[config.mk]
export PLATFORM = sky130hd
export DESIGN_NAME = serial_byte_tx
export DESIGN_NICKNAME = d
export VERILOG_FILES = /design/src/rtl/sbt_pkg.sv /design/src/rtl/sbt_baud_sync.sv /design/src/rtl/sbt_req_latch.sv /design/src/rtl/sbt_frame_shifter.sv /design/src/rtl/serial_byte_tx.sv
export SDC_FILE = /design/constraint.sdc
export NUM_CORES = 1
export LEC_CHECK = 0
export BUFFER_PORTS_ARGS = -buffer_cell sky130_fd_sc_hd__buf_2
export CAP_MARGIN = 15
export CELL_PAD_IN_SITES_DETAIL_PLACEMENT = 0
export CELL_PAD_IN_SITES_GLOBAL_PLACEMENT = 2
export CORE_ASPECT_RATIO = 1.1
export CORE_UTILIZATION = 34
export DETAILED_ROUTE_END_ITERATION = 12
export PLACE_DENSITY = 0.82
export SYNTH_ARGS = -nofsm -noshare
export SYNTH_HDL_FRONTEND = slang
export SYNTH_SLANG_ARGS = --single-unit
export TNS_END_PERCENT = 5
[constraint.sdc]
create_clock -name clk_i -period 4.3 [get_ports clk_i]
set_clock_uncertainty 0.2 [all_clocks]
set_input_delay 0.215 -clock clk_i [delete_from_list [all_inputs] [get_ports clk_i]]
set_output_delay 0.215 -clock clk_i [all_outputs]
set_load 0.02 [all_outputs]
[src/rtl/sbt_pkg.sv]
package sbt_pkg;

   // number of bits in one frame: start + data + stops
   function automatic int frame_len(input int data_w, input int stop_bits);
      return 1 + data_w + stop_bits;
   endfunction

   // minimum synchronizer depth accepted for the baud input
   localparam int MIN_SYNC = 2;

endpackage

[src/rtl/sbt_baud_sync.sv]
module sbt_baud_sync #(
   parameter int STAGES = 2
) (
   input  logic clk_i,
   input  logic rst_i,
   input  logic baud_i,
   output logic tick_o
);

   logic [STAGES-1:0] sync_q;
   logic              prev_q;
   logic              synced;

   always_ff @(posedge clk_i) begin
      if (rst_i) begin
         sync_q <= '0;
         prev_q <= 1'b0;
      end else begin
         sync_q <= {sync_q[STAGES-2:0], baud_i};
         prev_q <= synced;
      end
   end

   assign synced = sync_q[STAGES-1];
   assign tick_o = synced & ~prev_q;

endmodule

[src/rtl/sbt_req_latch.sv]
module sbt_req_latch (
   input  logic clk_i,
   input  logic rst_i,
   input  logic send_i,
   input  logic idle_i,
   input  logic tick_i,
   output logic load_o,
   output logic pending_o
);

   logic pend_q;

   assign load_o    = pend_q & tick_i & idle_i;
   assign pending_o = pend_q;

   always_ff @(posedge clk_i) begin
      if (rst_i)
         pend_q <= 1'b0;
      else if (load_o)
         pend_q <= 1'b0;
      else if (send_i && idle_i)
         pend_q <= 1'b1;
   end

endmodule

[src/rtl/sbt_frame_shifter.sv]
module sbt_frame_shifter #(
   parameter int DATA_W    = 8,
   parameter int STOP_BITS = 2
) (
   input  logic              clk_i,
   input  logic              rst_i,
   input  logic              load_i,
   input  logic              tick_i,
   input  logic [DATA_W-1:0] data_i,
   output logic              line_o,
   output logic              idle_o
);

   localparam int FW = sbt_pkg::frame_len(DATA_W, STOP_BITS);
   localparam logic [FW-1:0] IDLE_PAT = FW'(1);

   logic [FW-1:0] frame_q;
   logic [FW-1:0] frame_init;

   assign frame_init = {{STOP_BITS{1'b1}}, data_i, 1'b0};
   assign idle_o     = (frame_q == IDLE_PAT);
   assign line_o     = frame_q[0];

   always_ff @(posedge clk_i) begin
      if (rst_i)
         frame_q <= IDLE_PAT;
      else if (load_i)
         frame_q <= frame_init;
      else if (tick_i && !idle_o)
         frame_q <= {1'b0, frame_q[FW-1:1]};
   end

endmodule

[src/rtl/serial_byte_tx.sv]
module serial_byte_tx #(
   parameter int DATA_W      = 8,
   parameter int STOP_BITS   = 2,
   parameter int SYNC_STAGES = 2
) (
   input  logic              clk_i,
   input  logic              rst_i,
   input  logic              baud_i,
   input  logic [DATA_W-1:0] data_i,
   input  logic              send_i,
   output logic              line_o,
   output logic              busy_o
);

   generate
      if (DATA_W < 1) begin : g_bad_data_w
         $error("serial_byte_tx: DATA_W must be at least 1");
      end
      if (STOP_BITS < 1) begin : g_bad_stop
         $error("serial_byte_tx: STOP_BITS must be at least 1");
      end
      if (SYNC_STAGES < sbt_pkg::MIN_SYNC) begin : g_bad_sync
         $error("serial_byte_tx: SYNC_STAGES below minimum");
      end
   endgenerate

   logic w_tick;
   logic w_load;
   logic w_idle;
   logic w_pending;

   sbt_baud_sync #(.STAGES(SYNC_STAGES)) u_sync (
      .clk_i  (clk_i),
      .rst_i  (rst_i),
      .baud_i (baud_i),
      .tick_o (w_tick)
   );

   sbt_req_latch u_req (
      .clk_i     (clk_i),
      .rst_i     (rst_i),
      .send_i    (send_i),
      .idle_i    (w_idle),
      .tick_i    (w_tick),
      .load_o    (w_load),
      .pending_o (w_pending)
   );

   sbt_frame_shifter #(.DATA_W(DATA_W), .STOP_BITS(STOP_BITS)) u_shift (
      .clk_i  (clk_i),
      .rst_i  (rst_i),
      .load_i (w_load),
      .tick_i (w_tick),
      .data_i (data_i),
      .line_o (line_o),
      .idle_o (w_idle)
   );

   assign busy_o = ~w_idle;

endmodule

; After elaboration in Yosys (flattened, before gate mapping)
; Cells that the tools add are included.
[op_classes]
eq_ne = 1
n_mux = 2
bitwise = 5
n_reduce_logical = 5
[ops]
columns = operator, n
row1 = $mux W11, 2
row2 = $eq A11 B1 Y1 const B, 1
row3 = $and A1 B1 Y1, 3
row4 = $logic_and A1 B1 Y1, 2
row5 = $not A1 Y1, 2
row6 = $reduce_bool A2 Y1, 1
row7 = $reduce_or A2 Y1, 1
row8 = $logic_not A1 Y1, 1
[word_totals]
register_bits = 15
inputBits = 12
output_inout_bits = 2
word_cells = 17

; Logic depth before layout (Yosys ltp)
; Gate-level depths: netlist of run 1.
[logic_depth]
word_depth = 5
ltp_mapped = 5
depth_no_buf = 4

; Modules after synthesis
; From an unflattened synthesis of run 1, not the netlist that was laid out.
[hier_totals]
cells_unflattened = 64
area_unflattened_um2 = 700.7
[modules_own_cells]
columns = mod, instances, cells_each, area_each_um2, seq_area_each_um2
row1 = sbt_frame_shifter, 1, 51, 555.5, 220.2
row2 = sbt_baud_sync, 1, 7, 87.6, 60.1
row3 = sbt_req_latch, 1, 5, 53.8, 20.0
row4 = serial_byte_tx, 1, 1, 3.8, 0.0

; Worst setup path after synthesis of run 1
; Ideal clock, no wire load.
[synth_path]
kind = register to register
from = reg u_shift.frame_q[0]
to = reg u_shift.frame_q[2]
setup_time_ns = 0.095
arrival_ns = 1.457
required_time_ns = 4.005
slack_ns = 2.548
stages_incl_launch_ff = 5
path_buffers = 0
synth_period_minus_slack_ns = 1.752
cell_sequence = dfxtp_1 nor3b_2 nand4_1 mux2i_1 a221oi_1
[synth_between]
elab_chain_cells = 4
word_cells_on_any_way = 6
cone_classes = eq/ne (1) / mux (1) / bitwise (1) / reduce/logical (3)
[synth_lines]
columns = item, line_no
row1 = "start, declared", sbt_frame_shifter.sv:17  ; logic [FW-1:0] frame_q;
row2 = "start signal, assigned", sbt_frame_shifter.sv:28  ; frame_q <= frame_init;
row3 = "start signal, assigned", sbt_frame_shifter.sv:30  ; frame_q <= {1'b0, frame_q[FW-1:1]};
row4 = $eq A11 B1 Y1 *, sbt_frame_shifter.sv:21  ; assign idle_o = (frame_q == IDLE_PAT);
row5 = $logic_not A1 Y1, sbt_frame_shifter.sv:29  ; else if (tick_i && !idle_o)
row6 = $logic_and A1 B1 Y1, sbt_frame_shifter.sv:29
row7 = $reduce_bool A2 Y1 (no line), n/a
; Mark *: on every way between the ends. The rest lies on a longest branch, timed or not.
; A chain may end at the register's enable or synchronous reset.

; Final worst setup path of run 1
[layout_path]
from = reg u_shift.frame_q[0]
to = out busy_o
[layout_between]
elab_chain_cells = 2
[layout_lines]
columns = item, line_no
row1 = $eq A11 B1 Y1, sbt_frame_shifter.sv:21
row2 = $not A1 Y1, serial_byte_tx.sv:59  ; assign busy_o = ~w_idle;
row3 = "end, declared", serial_byte_tx.sv:12  ; output logic busy_o
; Every way passes these cells.

==> run summary, run 1 <==
The count of final hold-check violations is 0. The synthesized instance count is 69. The category of the most critical setup path is flop to output pin.

Tracing the worst setup path back leads to its startpoint at u_shift.frame_q[0]. Global routing used 15.0% of the available tracks across all layers. The path category of the worst min-delay check is input pin to flop. The number of buffers inserted during clock tree synthesis is 3. The first global-routing pass estimated 2460 um of wire. The data required time at the worst endpoint is 3.88 ns. The worst path needs 1.73 ns of the cycle, external delays included. The level count of the clock H-tree came out at 1. Summed over all nets, the half-perimeter wirelength after detailed placement is 1020 um. The area added between synthesis and finish is 21.6%. The worst setup slack after layout is 2.57 ns.

Summing all flip-flop and latch instances after layout gives 300 um2. The number of setup violations in the final report came out at 0. The clock-pin slew on the worst setup and hold paths is 0.09 ns. The final critical path takes up 40.3% of the cycle. Averaged over all synthesized cells, the footprint is 10.3 um2.

The worst endpoint data arrival time came out at 1.32 ns. Clock tree synthesis selected as its root buffer the cell clkbuf_4. Counting cells, the worst reg-to-reg path comes to 4. 14 I/O pins were placed. The largest vdd supply drop is 0.183 mV. The multi-input gate area in the final layout is 374 um2.

For this run, the leading register cell type out of synthesis is dfxtp_1. The power density relative to cell area came out at 346 nW/um2. The power spent charging and discharging nets is 0.0868 mW.

For this design, the slowest cell found on the critical path is dfxtp_1. After detailed routing, the number of vias per cell comes to 5.08. The number of enable flip-flop cells after synthesis is 0. The final cell utilization of the core came out at 46.2%. The switching share of total power came out at 29.1%. The flop and latch count out of synthesis came out at 15. The initial core utilization is 38.0%.

The post-synthesis cell type count is 26. The startpoint identified for the worst register-to-register timing path is u_shift.frame_q[0]. The count of buffers added by post-CTS timing repair for setup came out at 0. The Yosys step of the flow raised 0 warnings. After floorplanning, the core was sized to cover 1860 um2. Fill cells in the final layout number 194. Setup repair after global routing left no endpoint under its margin.

Of all nets on the critical path, the largest fanout is 4. The floorplan step set the die width to 45.5 um. The number of optimization iterations in the first detailed-route pass came out at 3. The via count of the routed design is 579. The worst-case setup slack after placement is 2.64 ns. The clock group share of total power came out at 26.7%. For flop-to-flop paths, the worst setup slack is 2.64 ns. In this run the critical register-to-register path is captured at u_shift.frame_q[6]. Max-cap violations in this run came to 0. The synthesized cell area is 708 um2. The maximum root-to-sink buffer count is 2. The actual transition at the worst max-transition pin came out at 0.445 ns. The most critical setup path has its endpoint at busy_o. The via count of the first global-routing pass is 565. The total number of placement rows came out at 16.

The post-synthesis sequential area ratio is 42.4%. The run finished with clean final reports. The number of antenna diodes is 0.

The max-slew violation count was 0. In this run the static leakage power is 0.297 nW. The number of antenna violations at the first check in global routing is 0. Gates resized during post-CTS repair numbered 0. The area of the die came out at 2270 um2. The design draws 0.298 mW. Walking the worst path, the cells encountered are nor3b_2, nand4_1, buf_2. The worst setup path is captured at an output pin. The die height is 49.9 um. For this run, design rule violations remaining after detail routing come to 0. The combinational share of power is 21.6%.

The delay of the slowest cell on the worst path came out at 0.35 ns. The number of nets produced by synthesis is 81. The remaining antenna violation count after routing is 0.

The final sum of negative setup slack came out at 0 ns. The internal power consumption came out at 0.211 mW. The number of DRC markers in iteration 0 is 6.

After detailed routing, the average wire length per cell comes to 12.8 um. The later pin in the worst-skew pair is clocked with a latency of 0.28 ns. For this design, the CTS-stage hold fixing added 5 buffers.

Sequential cells burn 51.8% of the power. The share of async-settable or async-resettable flops after synthesis came out at 0%. CTS saw 15 sinks.

The total overflow left after global routing is 0. The fraction of layout instances using a drive strength above 1 came out at 27.6%. The final layout contains routed wiring with a total length of 1460 um. During placement, the flow inserted port buffers numbering 13.

The sort of element at the start of the critical path is a flop. TritonCTS built the clock tree. The highest attainable clock frequency is 577 MHz. The pin count of the biggest net entering global routing came out at 18.

The routability congestion estimate from global placement is 0.779. The final net count is 100. The max-slew headroom at the worst pin came out at 70.1%.
power by group through the flow:
| stage | Sequential (mW) | Clock, mW | Combinational [mW] |
|---|---|---|---|
| detailed placement | 0.158 | 0 | 0.0613 |
| floorplan | 0.153 | 0 | 0.0549 |
| CTS | 0.154 | 0.0853 | 0.0648 |
| global route | 0.156 | 0.0911 | 0.0709 |
| finish | 0.154 | 0.0795 | 0.0643 |
| global placement | 0.158 | 0 | 0.0612 |
final cells by class:
cell class,instances,share of cell area (%)
clock buffers,4,3.05
inverters,1,0.436
multi-input cells,48,43.5
flip-flops and latches,15,34.9
well taps,27,3.92
repair buffers,19,14.2
layer usage:
layer  vias to the layer above  GRT usage [%]  wire length, um
met3                         4           5.49               40
met1                       264           18.3              663
li1                        302              -                -
met2                         9           22.9              730
met5                         -              0                0
met4                         0           7.07               26
flip-flops by register name (all words and copies together) (netlist names):
signal and cells:
u_sync.prev_q 1, u_req.pending_o 1, u_sync.sync_q 2, u_shift.frame_q 11
how the worst min path moves through the flow:
stage	cells past startpoint	from	slack, ns	to
6_report	3	send_i	0.04	u_req.pending_o
5_1_grt	3	send_i	0.06	u_req.pending_o
4_1_cts	3	send_i	0.03	u_req.pending_o
3_5_place_dp	2	data_i[4]	0.22	u_shift.frame_q[5]
3_3_place_gp	2	data_i[4]	0.22	u_shift.frame_q[5]
2_1_floorplan	1	rst_i	0.09	u_shift.frame_q[1]
cell families after synthesis:
| family | after synthesis | synth area share, % |
|---|---|---|
| AO/OA/AOI/OAI | 15 | 15.9 |
| buffers and inverters | 6 | 4.77 |
| flip-flops | 15 | 42.4 |
| multiplexers | 6 | 8.48 |
| AND/OR/NAND/NOR | 27 | 28.4 |
critical path: cells and delay by family (launching register included):
family | cells | cell delay (ns)
AND/OR/NAND/NOR | 2 | 0.46
flip-flops | 1 | 0.35
buffers and inverters | 1 | 0.22
metrics by stage:
stage               cells  hold slack [ns]  cell area (um2)
detailed placement    105            0.219              785
finish                114           0.0420              861
CTS                   114           0.0302              861
floorplan              69           0.0866              708
global route          114           0.0596              861
global placement      105            0.217              785
cell usage after synthesis (2+ instances only):
| cell | number | area share [%] |
|---|---|---|
| dfxtp_1 | 15 | 42 |
| o21ai_0 | 3 | 2.1 |
| nand2b_1 | 2 | 1.8 |
| o32ai_1 | 2 | 2.5 |
| mux2i_1 | 6 | 8.5 |
| a21oi_1 | 2 | 1.4 |
| o2bb2ai_1 | 4 | 4.9 |
| nor4_2 | 4 | 7.1 |
| nor2_1 | 3 | 1.6 |
| nand4_1 | 2 | 1.8 |
| nor2b_1 | 5 | 4.4 |
| buf_2 | 3 | 2.1 |
| nor3_1 | 5 | 3.5 |
placed cells by master (no fill, tap or decap), types with 2 or more instances in the layout:
master / netlist / final
dfxtp_1: 15 / 15
buf_2: 3 / 13
mux2i_1: 6 / 6
nor3_1: 5 / 5
nor2b_1: 5 / 5
dlygate4sd3_1: 0 / 5
nor4_2: 4 / 4
o2bb2ai_1: 4 / 4
nor2_1: 3 / 3
o21ai_0: 3 / 3
clkbuf_4: 0 / 3
nand4_1: 2 / 2
a21oi_1: 2 / 2
nand2b_1: 2 / 2
o32ai_1: 2 / 2
Note: power is estimated with default switching activity, not from simulation.
==> inputs of run 2 (changes only) <==
--- a/config.mk
+++ b/config.mk
@@ -5,14 +5,15 @@
 export SDC_FILE = /design/constraint.sdc
 export NUM_CORES = 1
 export LEC_CHECK = 0
+export ABC_AREA = 1
 export BUFFER_PORTS_ARGS = -buffer_cell sky130_fd_sc_hd__buf_2
 export CAP_MARGIN = 15
 export CELL_PAD_IN_SITES_DETAIL_PLACEMENT = 0
 export CELL_PAD_IN_SITES_GLOBAL_PLACEMENT = 2
 export CORE_ASPECT_RATIO = 1.1
-export CORE_UTILIZATION = 34
+export CORE_UTILIZATION = 25
 export DETAILED_ROUTE_END_ITERATION = 12
-export PLACE_DENSITY = 0.82
+export PLACE_DENSITY = 0.75
 export SYNTH_ARGS = -nofsm -noshare
 export SYNTH_HDL_FRONTEND = slang
 export SYNTH_SLANG_ARGS = --single-unit
==> constraint.sdc (replaced) <==
create_clock -name clk_i -period 1.4 [get_ports clk_i]
set_clock_uncertainty 0.2 [all_clocks]
set_input_delay 0.07 -clock clk_i [delete_from_list [all_inputs] [get_ports clk_i]]
set_output_delay 0.07 -clock clk_i [all_outputs]
set_load 0.02 [all_outputs]
==> run 2 against run 1 <==
  * The flow now finishes with violations (setup timing)
  * Critical path depth grew 2
  * Power grew to 4.4 times the previous value
  * First-iteration DRC count grew 50%
  * Count of clock-buffer cells in the layout shrank 1
  * Register-to-register slack lost 2.6 ns
  * Synthesized cell count grew 74%
  * Worst setup slack lost 2.6 ns
  * Global-route usage shrank 2.7 points
  * Synthesized area grew 10%
  * Sequential share of layout area shrank 10 points
  * Final cell count grew 70%
  * Die area grew 47%
==> run summary, run 2 <==
Run status: finished, violations left (was finished clean). The checks that failed: setup timing. The number of buffers inserted during clock tree synthesis came out at 3 (unchanged). The half-perimeter wire length of the detailed placement result is 1220 um (was 1020 um). The main combinational cell family by area after synthesis is simple AND/OR/NAND/NOR gates (unchanged). The number of setup violations in the final report came out at 4 (was 0). The worst endpoint data arrival time is 1.19 ns (was 1.32 ns). The register with the most flip-flops is u_shift.frame_q (unchanged).

The power density relative to cell area is 1070 nW/um2 (was 346 nW/um2). The highest routed metal layer is met4 (unchanged). The via count of the first global-routing pass came to 745 (was 565). The data required time at the worst endpoint was 1.13 ns (was 3.88 ns). The detailed route wirelength on metal3 was 38 um (was 40 um).

The leakage power of the design came out at 0.674 nW (was 0.297 nW). The cell type with the highest aggregate area in the netlist is dfxtp_1 (unchanged). The maximum root-to-sink buffer count is 2 (unchanged). The synthesized instance count came out at 120 (was 69). The via count of the routed design is 790 (was 579). The average detailed-routed wire length per instance was 10.3 um (was 12.8 um). The routed wire length on met2 is 982 um (was 730 um). The clock root buffer is clkbuf_4 (unchanged). The flip-flop count of the largest register after layout came out at 11 (unchanged). The number of antenna diodes is 0 (unchanged). The worst-case setup slack after placement came to -0.0737 ns (was 2.64 ns). The die height came out at 60.6 um (was 49.9 um). Subtracting the final worst setup slack from the clock period gives 1.46 ns. The adder-cell area share of the yosys netlist came to 0% (unchanged).

The number of enable flip-flop cells after synthesis is 0 (unchanged). Cells taking the most area after synthesis: dfxtp_1 (39%), nand2_1 (18%), inv_1 (10%) (was dfxtp_1 (42%), mux2i_1 (8.5%), nor4_2 (7.1%)). Cell chain of the critical path: inv_2, nand2_2, nor2_4, nand3_4, buf_6 (was nor3b_2, nand4_1, buf_2).

The CTS tree is built (unchanged). The delay of the slowest cell on the worst path is 0.32 ns (was 0.35 ns). The clock-pin slew on the worst setup and hold paths was 0.11 ns (was 0.09 ns). The max-slew violation count came to 0 (unchanged). The post-route cell area came out at 1230 um2 (was 861 um2). The core region area came to 2850 um2 (was 1860 um2).

The worst slack on hold paths came to 0.0267 ns (was 0.0420 ns). The category of the most critical setup path is flop to output pin (unchanged). The wire length of the first global-routing pass is 3190 um (was 2460 um). The sort of element at the start of the critical path is a flop (unchanged).

The global route total overflow was 0 (unchanged). The flop and latch count out of synthesis came out at 15 (unchanged). The area of the die came to 3350 um2 (was 2270 um2). The fraction of synthesized cell area in xor and xnor cells came out at 0% (unchanged).

The critical path's slowest cell was dfxtp_1 (unchanged). The total number of placement rows is 20 (was 16). The count of input and output buffers is 13 (unchanged).

The post-synthesis sequential area ratio was 38.5% (was 42.4%). The final net count came out at 174 (was 100). The clock network latency to the later pin of the worst-skew pair was 0.29 ns (was 0.28 ns). Timing would allow up to 683 MHz. The initial core utilization came out at 27.3% (was 38.0%). The number of DRC markers in iteration 0 is 9 (was 6). The number of clock sinks seen by CTS is 15 (unchanged). The placement-stage cell area came out at 941 um2 (was 785 um2). The number of nets produced by synthesis came out at 132 (was 81).

The share of async-settable or async-resettable flops after synthesis came out at 0% (unchanged). The number of violations of the max-capacitance limit came out at 0 (unchanged). The fraction of layout instances using a drive strength above 1 is 39.8% (was 27.6%). The die width came out at 55.2 um (was 45.5 um). The routed metal-1 wirelength came out at 961 um (was 663 um). The largest vdd supply drop came out at 0.687 mV (was 0.183 mV). The total chip power was 1.31 mW (was 0.298 mW). The area added between synthesis and finish came out at 57.8% (was 21.6%). The pin count of the biggest net entering global routing came out at 20 (was 18). The synthesized cell area is 779 um2 (was 708 um2). The compound-cell area share of the yosys netlist is 7.38% (was 15.9%). The simple-gate share of the synthesized area came out at 39.5% (was 28.4%).

The portion of netlist area occupied by mux cells came out at 0% (was 8.48%). The actual transition at the worst max-transition pin is 0.374 ns (was 0.445 ns). The kind of end point of the critical path is an output pin (unchanged).

The largest fanout of any net on the critical path was 4 (unchanged). The final worst-path cycle share is 105%. The number of optimization iterations in the first detailed-route pass is 4 (was 3). The final cell utilization of the core came out at 43.1% (was 46.2%). The max-slew headroom at the worst pin is 75.0% (was 70.1%). The remaining antenna violation count after routing was 0 (unchanged). Most frequent cells in the layout: nand2_1 (32), inv_1 (16), nor2_1 (14) (was dfxtp_1 (15), buf_2 (13), mux2i_1 (6)). The main flop type after synthesis is dfxtp_1 (unchanged). The number of antenna violations at the first check in global routing came to 0 (unchanged). The per-instance average area after synthesis came out at 6.50 um2 (was 10.3 um2). The worst setup slack after layout is -0.0640 ns (was 2.57 ns). The top-level port count is 14 (unchanged).

The path category of the worst min-delay check was input pin to flop (unchanged). The count of final hold-check violations is 0 (unchanged). The post-synthesis cell type count came to 18 (was 26).

Largest regs: u_shift.frame_q: 11 flops, u_sync.sync_q: 2 flops (unchanged). The Yosys warning count came out at 0 (unchanged). The level count of the clock H-tree came out at 1 (unchanged). The routability congestion estimate from global placement is 0.688 (was 0.779). The most common library cell in the layout ignoring fill and taps is nand2_1 (was dfxtp_1).

RSZ-0062 raised after global routing: true (was false). The number of buffer and inverter stages on the critical path is 2 (was 1). The routed wire length came to 2000 um (was 1460 um).

The mean number of vias per cell came out at 4.07 (was 5.08). The overall global routing resource usage came out at 12.3% (was 15.0%). Leading post-synthesis cells by instance count: nand2_1 (38), inv_1 (21), nor2_1 (16) (was dfxtp_1 (15), mux2i_1 (6), nor2b_1 (5), nor3_1 (5)). The area share of the largest cell type after synthesis is 38.5% (was 42.4%).

The DRC violation count after routing is 0 (unchanged). The cell family contributing the most delay on the critical path is simple AND/OR/NAND/NOR gates (unchanged). The dominant cell by count in the synthesized netlist was nand2_1 (was dfxtp_1).
## run 2: cell types whose count changed after synthesis, moves of 5 or more
cell / delta
mux2i_1: -6
a21oi_1: +7
nor2b_1: -5
nor2_1: +13
inv_1: +20
nor3_1: -5
nand2_1: +37
## run 2: final cells by class
class	instances	area, um2
Clock buffer	3	22.5
Clock inverter	1	5.00
Fill cell	303	1620
Inverter	24	96.3
Multi-Input combinational cell	81	464
Sequential cell	15	307
Tap cell	33	41.3
Timing Repair Buffer	37	294
## run 2: metal layers
metal	vias up	GRT usage [%]
met3	2	1.92
met1	339	15.4
met2	6	21.3
li1	443	-
met4	0	5.36
met5	-	0
## run 2: cell families (layout without fill, tap and decap cells)
kind of cell	after synthesis	after routing
AO/OA/AOI/OAI	11	11
buffers and inverters	26	65
flip-flops	15	15
AND/OR/NAND/NOR	68	70
## run 2: worst paths after layout
path | start | end | slack, ns | cells past startpoint
hold reg to reg | u_sync.sync_q[0] | u_sync.sync_q[1] | 0.22 | 2
setup / recovery | u_shift.frame_q[9] | busy_o | -0.06 | 5
hold / removal | rst_i | u_shift.frame_q[1] | 0.03 | 4
setup reg to reg | u_shift.frame_q[9] | u_shift.frame_q[4] | 0 | 8
## run 2: worst min-delay path: stages
cell	delay [ns]
buf_2	0.09
inv_1	0.17
nand2_1	0.12
nor2_1	0.03
## run 2: metrics by stage
stage	TNS, ns	std cells
after global routing	-1.15	194
after detailed placement	-0.593	172
final	-0.0691	194
after floorplan	-0.0141	120
after CTS	-0.532	189
after global placement	-0.353	172
## run 2: where the power goes
group | switching (mW) | internal [mW] | total [mW]
Combinational | 0.318 | 0.250 | 0.568
Sequential | 0.0196 | 0.464 | 0.484
Clock | 0.156 | 0.106 | 0.262
Total | 0.494 | 0.821 | 1.31
## run 2: repair_timing
item                       CTS  global route
hold endpoints to repair    13             0
resized for setup            4            24
hold buffers                12             0
buffers inserted             1             3
setup endpoints to repair   12            13
cloned                       0             2
pin swaps                    2             6
